<file path="config.mk">
export PLATFORM = sky130hd
export DESIGN_NAME = sdcard_dma
export DESIGN_NICKNAME = d
export VERILOG_FILES = /design/src/rtl/sdma_pkg.sv /design/src/rtl/sdma_regs.sv /design/src/rtl/sdma_mover.sv /design/src/rtl/sdcard_dma.sv
export SDC_FILE = /design/constraint.sdc
export NUM_CORES = 1
export LEC_CHECK = 0
export BUFFER_PORTS_ARGS = -buffer_cell sky130_fd_sc_hd__buf_2
export CAP_MARGIN = 20
export CORE_UTILIZATION = 40
export DETAILED_ROUTE_END_ITERATION = 8
export GPL_TIMING_DRIVEN = 1
export PLACE_DENSITY = 0.65
export SLEW_MARGIN = 0
export SYNTH_ARGS = -nofsm -noshare
export SYNTH_HDL_FRONTEND = slang
export SYNTH_SLANG_ARGS = --single-unit
</file>
<file path="constraint.sdc">
create_clock -name clk -period 4.4 [get_ports clk]
set_input_delay 0.88 -clock clk [delete_from_list [all_inputs] [get_ports clk]]
set_output_delay 0.88 -clock clk [all_outputs]
set_load 0.01 [all_outputs]
</file>
<file path="src/rtl/sdma_pkg.sv">
package sdma_pkg;
  localparam int REG_AW = 12;

  // register window offsets
  localparam logic [REG_AW-1:0] OFF_MODE     = 12'h820;
  localparam logic [REG_AW-1:0] OFF_CTRL     = 12'h828;
  localparam logic [REG_AW-1:0] OFF_RST      = 12'h830;
  localparam logic [REG_AW-1:0] OFF_END      = 12'h840;
  localparam logic [REG_AW-1:0] OFF_END_MASK = 12'h848;
  localparam logic [REG_AW-1:0] OFF_ERR      = 12'h850;
  localparam logic [REG_AW-1:0] OFF_ERR_MASK = 12'h858;
  localparam logic [REG_AW-1:0] OFF_ADDR     = 12'h880;

  // field positions
  localparam int SEL_BIT    = 16;
  localparam int BW_LSB     = 4;
  localparam int INC_BIT    = 0;
  localparam int GO_BIT     = 0;
  localparam int CHRST_LSB  = 8;
  localparam int FLAG_LSB   = 16;
  localparam int ALIGN_BITS = 7;
  localparam int NCH        = 2;

  typedef enum logic [2:0] {
    MV_IDLE, MV_MRD, MV_TXO, MV_RXI, MV_MWR, MV_DONE
  } mv_state_e;

  function automatic logic start_aligned(input logic [ALIGN_BITS-1:0] low);
    return low == '0;
  endfunction

  function automatic logic [63:0] step_addr(input logic [63:0] a, input logic inc,
                                            input logic [63:0] stride);
    return inc ? a + stride : a;
  endfunction

  function automatic logic [NCH-1:0] ch_flag(input logic ch);
    return ch ? 2'b10 : 2'b01;
  endfunction

  function automatic logic any_unmasked(input logic [NCH-1:0] flags, input logic [NCH-1:0] mask);
    return |(flags & ~mask);
  endfunction
endpackage

</file>
<file path="src/rtl/sdma_regs.sv">
module sdma_regs
  import sdma_pkg::*;
(
  input  logic              clk,
  input  logic              rst_n,
  input  logic              wr_en,
  input  logic [REG_AW-1:0] wr_addr,
  input  logic [63:0]       wr_data,
  input  logic [REG_AW-1:0] rd_addr,
  output logic [63:0]       rd_data,
  input  logic [NCH-1:0]    done_set,
  input  logic [NCH-1:0]    err_set,
  output logic              sel_ch,
  output logic              inc_en,
  output logic [63:0]       xfer_addr,
  output logic              go_pulse,
  output logic [NCH-1:0]    chan_run,
  output logic [NCH-1:0]    end_flags,
  output logic [NCH-1:0]    err_flags,
  output logic [NCH-1:0]    end_mask,
  output logic [NCH-1:0]    err_mask
);
  logic            sel_q, inc_q;
  logic [1:0]      bw_q;
  logic [63:0]     addr_q;
  logic [NCH-1:0]  run_q, end_q, err_q, end_nx, err_nx;
  logic [31:0]     endm_q, errm_q;

  always_comb begin
    end_nx = end_q;
    err_nx = err_q;
    if (wr_en && wr_addr == OFF_END) end_nx = end_q & wr_data[FLAG_LSB +: NCH];
    if (wr_en && wr_addr == OFF_ERR) err_nx = err_q & wr_data[FLAG_LSB +: NCH];
    end_nx = (end_nx | done_set) & run_q;
    err_nx = (err_nx | err_set) & run_q;
  end

  always_ff @(posedge clk or negedge rst_n) begin
    if (!rst_n) begin
      sel_q  <= 1'b0;
      inc_q  <= 1'b0;
      bw_q   <= 2'b00;
      addr_q <= '0;
      run_q  <= '1;
      end_q  <= '0;
      err_q  <= '0;
      endm_q <= '1;
      errm_q <= '1;
    end else begin
      end_q <= end_nx;
      err_q <= err_nx;
      if (wr_en) begin
        unique case (wr_addr)
          OFF_MODE: begin
            sel_q <= wr_data[SEL_BIT];
            bw_q  <= wr_data[BW_LSB +: 2];
            inc_q <= wr_data[INC_BIT];
          end
          OFF_RST:      run_q  <= wr_data[CHRST_LSB +: NCH];
          OFF_END_MASK: endm_q <= wr_data[31:0];
          OFF_ERR_MASK: errm_q <= wr_data[31:0];
          OFF_ADDR:     addr_q <= wr_data;
          default: ;
        endcase
      end
    end
  end

  always_comb begin
    rd_data = '0;
    unique case (rd_addr)
      OFF_MODE: begin
        rd_data[SEL_BIT]       = sel_q;
        rd_data[BW_LSB +: 2]   = bw_q;
        rd_data[INC_BIT]       = inc_q;
      end
      OFF_RST:      rd_data[31:0] = '1;
      OFF_END:      rd_data[FLAG_LSB +: NCH] = end_q;
      OFF_ERR:      rd_data[FLAG_LSB +: NCH] = err_q;
      OFF_END_MASK: rd_data[31:0] = endm_q;
      OFF_ERR_MASK: rd_data[31:0] = errm_q;
      OFF_ADDR:     rd_data = addr_q;
      default: ;
    endcase
  end

  assign go_pulse  = wr_en && (wr_addr == OFF_CTRL) && wr_data[GO_BIT];
  assign sel_ch    = sel_q;
  assign inc_en    = inc_q;
  assign xfer_addr = addr_q;
  assign chan_run  = run_q;
  assign end_flags = end_q;
  assign err_flags = err_q;
  assign end_mask  = endm_q[FLAG_LSB +: NCH];
  assign err_mask  = errm_q[FLAG_LSB +: NCH];
endmodule

</file>
<file path="src/rtl/sdma_mover.sv">
module sdma_mover
  import sdma_pkg::*;
#(
  parameter int DW = 64,
  parameter int CW = 32
) (
  input  logic           clk,
  input  logic           rst_n,
  input  logic           start,
  input  logic           start_ch,
  input  logic           start_inc,
  input  logic [63:0]    start_addr,
  input  logic [CW-1:0]  start_count,
  input  logic [NCH-1:0] chan_run,
  output logic           mem_req,
  output logic           mem_we,
  output logic [63:0]    mem_addr,
  output logic [DW-1:0]  mem_wdata,
  input  logic           mem_ack,
  input  logic [DW-1:0]  mem_rdata,
  output logic           tx_valid,
  output logic [DW-1:0]  tx_data,
  input  logic           tx_ready,
  input  logic           rx_valid,
  input  logic [DW-1:0]  rx_data,
  output logic           rx_ready,
  output logic           busy,
  output logic           act_ch,
  output logic           done
);
  localparam logic [63:0] STRIDE = 64'(DW / 8);

  mv_state_e      state;
  logic           ch_q, inc_q;
  logic [63:0]    addr_q;
  logic [CW-1:0]  left_q;
  logic [DW-1:0]  data_q;
  logic           abort, last_beat;

  assign abort     = (state != MV_IDLE) && !chan_run[ch_q];
  assign last_beat = (left_q == CW'(1));

  always_ff @(posedge clk or negedge rst_n) begin
    if (!rst_n) begin
      state  <= MV_IDLE;
      ch_q   <= 1'b0;
      inc_q  <= 1'b0;
      addr_q <= '0;
      left_q <= '0;
      data_q <= '0;
    end else if (abort) begin
      state <= MV_IDLE;
    end else begin
      unique case (state)
        MV_IDLE: if (start) begin
          ch_q   <= start_ch;
          inc_q  <= start_inc;
          addr_q <= start_addr;
          left_q <= start_count;
          if (start_count == '0) state <= MV_DONE;
          else                   state <= start_ch ? MV_RXI : MV_MRD;
        end
        MV_MRD: if (mem_ack) begin
          data_q <= mem_rdata;
          state  <= MV_TXO;
        end
        MV_TXO: if (tx_ready) begin
          addr_q <= step_addr(addr_q, inc_q, STRIDE);
          left_q <= left_q - CW'(1);
          state  <= last_beat ? MV_DONE : MV_MRD;
        end
        MV_RXI: if (rx_valid) begin
          data_q <= rx_data;
          state  <= MV_MWR;
        end
        MV_MWR: if (mem_ack) begin
          addr_q <= step_addr(addr_q, inc_q, STRIDE);
          left_q <= left_q - CW'(1);
          state  <= last_beat ? MV_DONE : MV_RXI;
        end
        MV_DONE: state <= MV_IDLE;
        default: state <= MV_IDLE;
      endcase
    end
  end

  assign mem_req   = (state == MV_MRD) || (state == MV_MWR);
  assign mem_we    = (state == MV_MWR);
  assign mem_addr  = addr_q;
  assign mem_wdata = data_q;
  assign tx_valid  = (state == MV_TXO);
  assign tx_data   = data_q;
  assign rx_ready  = (state == MV_RXI);
  assign busy      = (state != MV_IDLE);
  assign act_ch    = ch_q;
  assign done      = (state == MV_DONE) && !abort;
endmodule

</file>
<file path="src/rtl/sdcard_dma.sv">
module sdcard_dma
  import sdma_pkg::*;
#(
  parameter int DW = 64,
  parameter int CW = 32
) (
  input  logic              clk,
  input  logic              rst_n,
  input  logic              cfg_we,
  input  logic [REG_AW-1:0] cfg_waddr,
  input  logic [63:0]       cfg_wdata,
  input  logic [REG_AW-1:0] cfg_raddr,
  output logic [63:0]       cfg_rdata,
  input  logic [CW-1:0]     xfer_count,
  output logic              mem_req,
  output logic              mem_we,
  output logic [63:0]       mem_addr,
  output logic [DW-1:0]     mem_wdata,
  input  logic              mem_ack,
  input  logic [DW-1:0]     mem_rdata,
  output logic              tx_valid,
  input  logic              tx_ready,
  output logic [DW-1:0]     tx_data,
  input  logic              rx_valid,
  output logic              rx_ready,
  input  logic [DW-1:0]     rx_data,
  output logic              irq
);
  logic           sel_ch, inc_en, go_pulse;
  logic [63:0]    xfer_addr;
  logic [NCH-1:0] chan_run, end_flags, err_flags, end_mask, err_mask;
  logic [NCH-1:0] done_set, err_set;
  logic           mv_busy, act_ch, mv_done;
  logic           go_ok, aligned, mv_start, bad_start;

  sdma_regs u_regs (
    .clk, .rst_n,
    .wr_en(cfg_we), .wr_addr(cfg_waddr), .wr_data(cfg_wdata),
    .rd_addr(cfg_raddr), .rd_data(cfg_rdata),
    .done_set, .err_set,
    .sel_ch, .inc_en, .xfer_addr, .go_pulse, .chan_run,
    .end_flags, .err_flags, .end_mask, .err_mask
  );

  assign go_ok     = go_pulse && !mv_busy && chan_run[sel_ch];
  assign aligned   = start_aligned(xfer_addr[ALIGN_BITS-1:0]);
  assign mv_start  = go_ok && aligned;
  assign bad_start = go_ok && !aligned;
  assign err_set   = bad_start ? ch_flag(sel_ch) : '0;
  assign done_set  = mv_done ? ch_flag(act_ch) : '0;
  assign irq       = any_unmasked(end_flags, end_mask) | any_unmasked(err_flags, err_mask);

  sdma_mover #(.DW(DW), .CW(CW)) u_mover (
    .clk, .rst_n,
    .start(mv_start), .start_ch(sel_ch), .start_inc(inc_en),
    .start_addr(xfer_addr), .start_count(xfer_count), .chan_run,
    .mem_req, .mem_we, .mem_addr, .mem_wdata, .mem_ack, .mem_rdata,
    .tx_valid, .tx_data, .tx_ready,
    .rx_valid, .rx_data, .rx_ready,
    .busy(mv_busy), .act_ch, .done(mv_done)
  );
endmodule

</file>
==> results of run 1 <==
synth_stat cells (36+ instances only):
| master | n |
|---|---|
| dfrtp_1 | 237 |
| nor2_1 | 175 |
| nand2_1 | 140 |
| a21oi_1 | 134 |
| clkbuf_1 | 100 |
| mux2_1 | 86 |
| dfstp_2 | 66 |
| mux2i_1 | 66 |
| buf_4 | 64 |
| nand3_1 | 54 |
| mux2_2 | 51 |
| and2_1 | 43 |
| nor3_1 | 40 |
| o21ai_1 | 40 |
| o21ai_0 | 37 |
| nand4_1 | 36 |
per-layer routing:
layer / up-vias / routed length, um / GRT usage [%]
met1: 7560 / 24900 / 37.4
li1: 7026 / - / -
met2: 712 / 25200 / 39.4
met5: - / 142 / 1.90
met3: 91 / 4710 / 6.17
met4: 8 / 1240 / 7.28
placed cells by master (no fill, tap or decap), drive strengths merged, types with 54 or more instances in the layout:
| cell type | netlist | final |
|---|---|---|
| nor2 | 175 | 175 |
| nand3 | 54 | 54 |
| dfrtp | 237 | 237 |
| dfstp | 66 | 66 |
| mux2i | 66 | 66 |
| mux2 | 137 | 137 |
| nand2 | 140 | 140 |
| clkbuf | 100 | 54 |
| a21oi | 134 | 134 |
| o21ai | 78 | 78 |
| buf | 74 | 553 |
how the worst max path moves through the flow:
stage / slack [ns] / endpoint / cells past startpoint / startpoint
floorplan: 0.95 / cfg_rdata[1] / 7 / cfg_raddr[9]
global placement: 0.85 / cfg_rdata[17] / 8 / cfg_raddr[1]
detailed placement: 0.76 / cfg_rdata[17] / 8 / cfg_raddr[1]
CTS: 0.75 / cfg_rdata[27] / 9 / cfg_raddr[1]
global route: 0.66 / cfg_rdata[27] / 9 / cfg_raddr[1]
finish: 0.76 / cfg_rdata[27] / 9 / cfg_raddr[1]
cells by family after synthesis:
logic type,count (synthesis),share of synthesized area [%]
compound gates,389,15.1
xor+xnor,2,0.107
fa+ha+maj,3,0.229
buf+inv,193,5.91
flops,303,46.7
mux,203,13.4
simple gates,608,18.6
stage by stage:
step                hold slack, ns  setup slack [ns]  utilization, %  std cells  total power, mW
finish                       0.328             0.761            51.0       2676             6.21
global route                 0.393             0.663            51.0       2673             6.40
CTS                          0.365             0.746            50.9       2669             6.27
detailed placement           0.469             0.757            47.8       2603             3.12
global placement             0.466             0.846            47.8       2603             3.11
floorplan                    0.448             0.945               -       1701             2.89
flip-flops by register name (all words and copies together), names as in the netlist, 2 cells and up:
register	flops
u_mover.state	3
u_mover.mem_addr	64
u_regs.chan_run	2
u_regs.err_flags	2
u_regs.endm_q	32
u_regs.errm_q	32
u_mover.mem_wdata	64
u_regs.end_flags	2
u_regs.bw_q	2
u_regs.xfer_addr	64
u_mover.left_q	32
critical path, cell delays in order:
cell and delay, ns:
buf_2 0.10, nor3_1 0.38, and2_1 0.25, nand2_1 0.12, nor4b_4 0.32, buf_12 0.28
a221oi_1 0.14, nand2_1 0.10, buf_2 0.13
final cells by class:
| cell class | count | share of cell area [%] |
|---|---|---|
| diodes | 5 | 0.0612 |
| well taps | 525 | 3.21 |
| inverters | 19 | 0.349 |
| clock inverters | 12 | 0.753 |
| flip-flops and latches | 303 | 37.5 |
| repair buffers | 553 | 14.3 |
| multi-input cells | 1205 | 38.5 |
| clock buffers | 54 | 5.33 |
where the power goes:
group	internal [mW]	switching, mW	leakage [nW]
Clock	1.90	1.24	0.616
Combinational	0.113	0.153	5.51
Sequential	2.80	0.00516	3.95
Total	4.81	1.40	10.1
==> impl_metrics.env, run 1 <==
export IMPL_min_period_ns=3.64
export IMPL_grt_max_degree=143
export IMPL_core_area_mm2=0.0401
export IMPL_nFillCells=3715
export IMPL_cts_tree="built"
export IMPL_arrival_ns=2.76
export IMPL_post_cts_resized=0
export IMPL_worst_r2r_cell_count=8
export IMPL_outcome="completed"
export IMPL_wl_per_cell_um=21.0
export IMPL_avgSynthCellArea_um2=9.66
export IMPL_routed_wirelength_um=56200
export IMPL_timing_fmax_mhz=275
export IMPL_ant_nets=0
export IMPL_syn_nets=1958
export IMPL_finalCritPeriodShare_pct=82.7
export IMPL_grt_first_pass_wirelength_um=84800
export IMPL_pin_count=515
export IMPL_final_max_slew_viol_count=0
export IMPL_crit_fanout=64
export IMPL_clkLatencyLatePin_ns=0.56
export IMPL_hold_violations=0
export IMPL_ys_types=74
export IMPL_grt_pass1_vias=14400
export IMPL_peakVddDrop_v=0.000300
export IMPL_clock_path_buffers=3
export IMPL_critPathLaunchType="input pin"
export IMPL_cp_end_kind="output port"
export IMPL_synth_edff_count=0
export IMPL_synth_ff_type="dfrtp_1"
export IMPL_io_buffer_count=514
export IMPL_rr_endpoint="u_mover.left_q[30]"
export IMPL_rsz0062_at_grt="no"
export IMPL_fp_row_count=73
export IMPL_numCtsBuffers=36
export IMPL_path_class="input pin to output port"
export IMPL_ctsHoldBuffers=0
export IMPL_cap_violations=0
export IMPL_cts_root_buf="clkbuf_16"
export IMPL_yosysWarnings=0
export IMPL_vias=15400
export IMPL_regArea_mm2=0.00766
export IMPL_worst_ep_required_time_ns=3.52
export IMPL_fin_nets=2375
export IMPL_setup_violations_final=0
export IMPL_htreeDepth=2
export IMPL_drt_pass1_iterations=8
export IMPL_cts_num_sinks=303
export IMPL_async_flop_share_pct=100
export IMPL_synth_area_leaders="dfrtp_1 36%, dfstp_2 11%, mux2_1 5.9%"
export IMPL_post_cts_buffers=0
export IMPL_die_area_mm2=0.0419
export IMPL_ys_seq_elements=303
export IMPL_post_dp_hpwl_um=41600
export IMPL_clk_pin_slew_ns=0.06
export IMPL_netlist_area_mm2=0.0164
export IMPL_skew_ns=0.0136
export IMPL_setup_tns_ns=0
export IMPL_post_dp_cell_area_mm2=0.0192
export IMPL_tightest_slew_ns=0.924
export IMPL_multi_input_area_mm2=0.00786
export IMPL_syn_inst=1701
export IMPL_drt_iter0_markers=1192
export IMPL_grt_overflow_total=0
export IMPL_place_gp_congestion=0.889
export IMPL_dieWidth_um=205
export IMPL_antenna_found_initial=7
export IMPL_synth_top_area_share_pct=36.1
export IMPL_vias_per_cell=5.75
export IMPL_remaining_drc_errors=0
export IMPL_power_leakage_nw=10.1
export IMPL_r2r_setup_slack_ns=1.37
export IMPL_power_density_mw_per_mm2=304
export IMPL_synth_area_leader_cell="dfrtp_1"
export IMPL_initial_core_util_pct=41.0
export IMPL_synth_seq_area_share_pct=46.7
export IMPL_crit_reg2reg_launch="u_mover.left_q[0]"
export IMPL_area_growth_pct=24.5
export IMPL_die_h_um=205
export IMPL_hold_class="input pin to async pin"
export IMPL_fin_area_mm2=0.0204
export IMPL_grt_use_total_pct=26.3
export IMPL_drive_gt1_share_pct=35.2
export IMPL_max_slew_margin_rel_pct=38.2
(Power assumes the default switching activity.)
==> run 2, diff against run 1 <==
==> constraint.sdc (replaced) <==
create_clock -name clk -period 3.5 [get_ports clk]
set_input_delay 0.7 -clock clk [delete_from_list [all_inputs] [get_ports clk]]
set_output_delay 0.7 -clock clk [all_outputs]
set_load 0.01 [all_outputs]
==> run 2 against run 1 <==
  * Design area rose by 1.1%
  * Global-route usage barely moved
  * Sequential share of layout area fell by 0.41 points
  * Wire length is 0.24% higher
  * Critical endpoint is now cfg_rdata[15]
==> impl_metrics.env, run 2 (synthesis gave the netlist of run 1 again) <==
export IMPL_fp_row_count=73
export IMPL_startpoint="cfg_raddr[1]"
export IMPL_cts_num_sinks=303
export IMPL_die_area_mm2=0.0419
export IMPL_dieWidth_um=205
export IMPL_grt_max_degree=129
export IMPL_rr_endpoint="u_mover.mem_addr[54]"
export IMPL_clkLatencyLatePin_ns=0.55
export IMPL_clk_pin_slew_ns=0.06
export IMPL_setup_tns_ns=0
export IMPL_critPathLaunchType="input pin"
export IMPL_power_density_mw_per_mm2=366
export IMPL_min_period_ns=3.23
export IMPL_grt_use_total_pct=26.3
export IMPL_fin_nets=2391
export IMPL_final_max_slew_viol_count=0
export IMPL_timing_fmax_mhz=310
export IMPL_hold_class="input pin to flip-flop"
export IMPL_cts_tree="built"
export IMPL_core_area_mm2=0.0401
export IMPL_arrival_ns=2.53
export IMPL_hold_path_end="u_regs.xfer_addr[59]"
export IMPL_post_cts_buffers=0
export IMPL_grt_overflow_total=0
export IMPL_r2r_setup_slack_ns=0.58
export IMPL_vias_per_cell=5.72
export IMPL_vias=15400
export IMPL_crit_reg2reg_launch="u_mover.mem_addr[3]"
export IMPL_worst_ep_required_time_ns=2.80
export IMPL_antenna_found_initial=10
export IMPL_p_total_mw=7.57
export IMPL_path_class="input pin to output port"
export IMPL_power_leakage_nw=10.2
export IMPL_hold_ws_ns=0.358
export IMPL_post_dp_cell_area_mm2=0.0195
export IMPL_finalCritPeriodShare_pct=92.3
export IMPL_drive_gt1_share_pct=35.5
export IMPL_drt_iter0_markers=1332
export IMPL_remaining_drc_errors=0
export IMPL_hold_path_depth=2
export IMPL_htreeDepth=2
export IMPL_numCtsBuffers=36
export IMPL_cap_violations=0
export IMPL_min_delay_start="cfg_wdata[59]"
export IMPL_dp_cells=2620
export IMPL_skew_ns=0.0257
export IMPL_drt_pass1_iterations=5
export IMPL_wl_per_cell_um=20.9
export IMPL_post_cts_resized=0
export IMPL_ctsHoldBuffers=1
export IMPL_mostFrequentLayoutCell="buf_2"
export IMPL_io_buffer_count=514
export IMPL_hold_violations=0
export IMPL_finalNonFillerCells=2694
export IMPL_setup_slack_ns=0.270
export IMPL_crit_fanout=64
export IMPL_grt_first_pass_wirelength_um=85300
export IMPL_tightest_slew_ns=0.738
export IMPL_routed_wirelength_um=56300
export IMPL_pin_count=515
export IMPL_grt_pass1_vias=14500
export IMPL_detailedPlace_worstSlack_ns=0.232
export IMPL_rsz0062_at_grt="no"
export IMPL_area_growth_pct=25.9
export IMPL_cp_end_kind="output port"
export IMPL_fin_util_pct=51.6
export IMPL_cts_root_buf="clkbuf_16"
export IMPL_outcome="completed"
export IMPL_peakVddDrop_v=0.000277
export IMPL_place_gp_congestion=0.910
export IMPL_clock_path_buffers=3
export IMPL_post_dp_hpwl_um=41800
export IMPL_initial_core_util_pct=41.0
export IMPL_layout_common_cells="513 x buf_2, 237 x dfrtp_1, 173 x nor2_1"
export IMPL_max_slew_margin_rel_pct=50.1
export IMPL_worst_r2r_cell_count=6
export IMPL_setup_violations_final=0
export IMPL_die_h_um=205
export IMPL_ant_nets=0
export IMPL_fin_area_mm2=0.0207
run 2: cell types whose count changed in the layout (fill, tap and decap cells not counted), moves of 2 or more:
cell and delta:
buf_12 +15, buf_2 -2, buf_4 +2, bufinv_16 -2, clkbuf_8 -4, clkinv_2 +3, clkinv_4 -2, clkinvlp_4 +2
diode_2 +3
run 2: critical path: stages:
cell	delay, ns
buf_2	0.09
nor3_1	0.37
and2_1	0.24
nand2_1	0.12
nor4b_4	0.32
buf_12	0.26
a221oi_1	0.16
nand2_1	0.11
buf_2	0.13
run 2: how the worst max path moves through the flow:
stage | to | cells past startpoint
2_1_floorplan | cfg_rdata[1] | 7
3_3_place_gp | u_mover.mem_addr[44] | 8
3_5_place_dp | u_mover.mem_addr[44] | 8
4_1_cts | cfg_rdata[15] | 9
5_1_grt | cfg_rdata[1] | 9
6_report | cfg_rdata[15] | 9
run 2: per-layer routing:
layer	track usage [%]	vias to the layer above	routed length, um
li1	-	7069	-
met3	6.49	82	4850
met5	0	-	58
met1	37.5	7600	25000
met2	38.9	652	25100
met4	8.26	8	1310
run 2: final cells by class:
cell class	count	area, um^2
clock inverter	14	115
sequential	303	7660
tap	525	657
clock buffer	51	1040
inverter	19	71.3
multi-input combinational	1205	7860
timing repair buffer	569	3250
fill	3702	19400
antenna	8	20.0
run 2: where the power goes:
group          switching [mW]  internal, mW
Combinational           0.191         0.144
Sequential            0.00657          3.52
Clock                    1.55          2.16
Total                    1.75          5.82
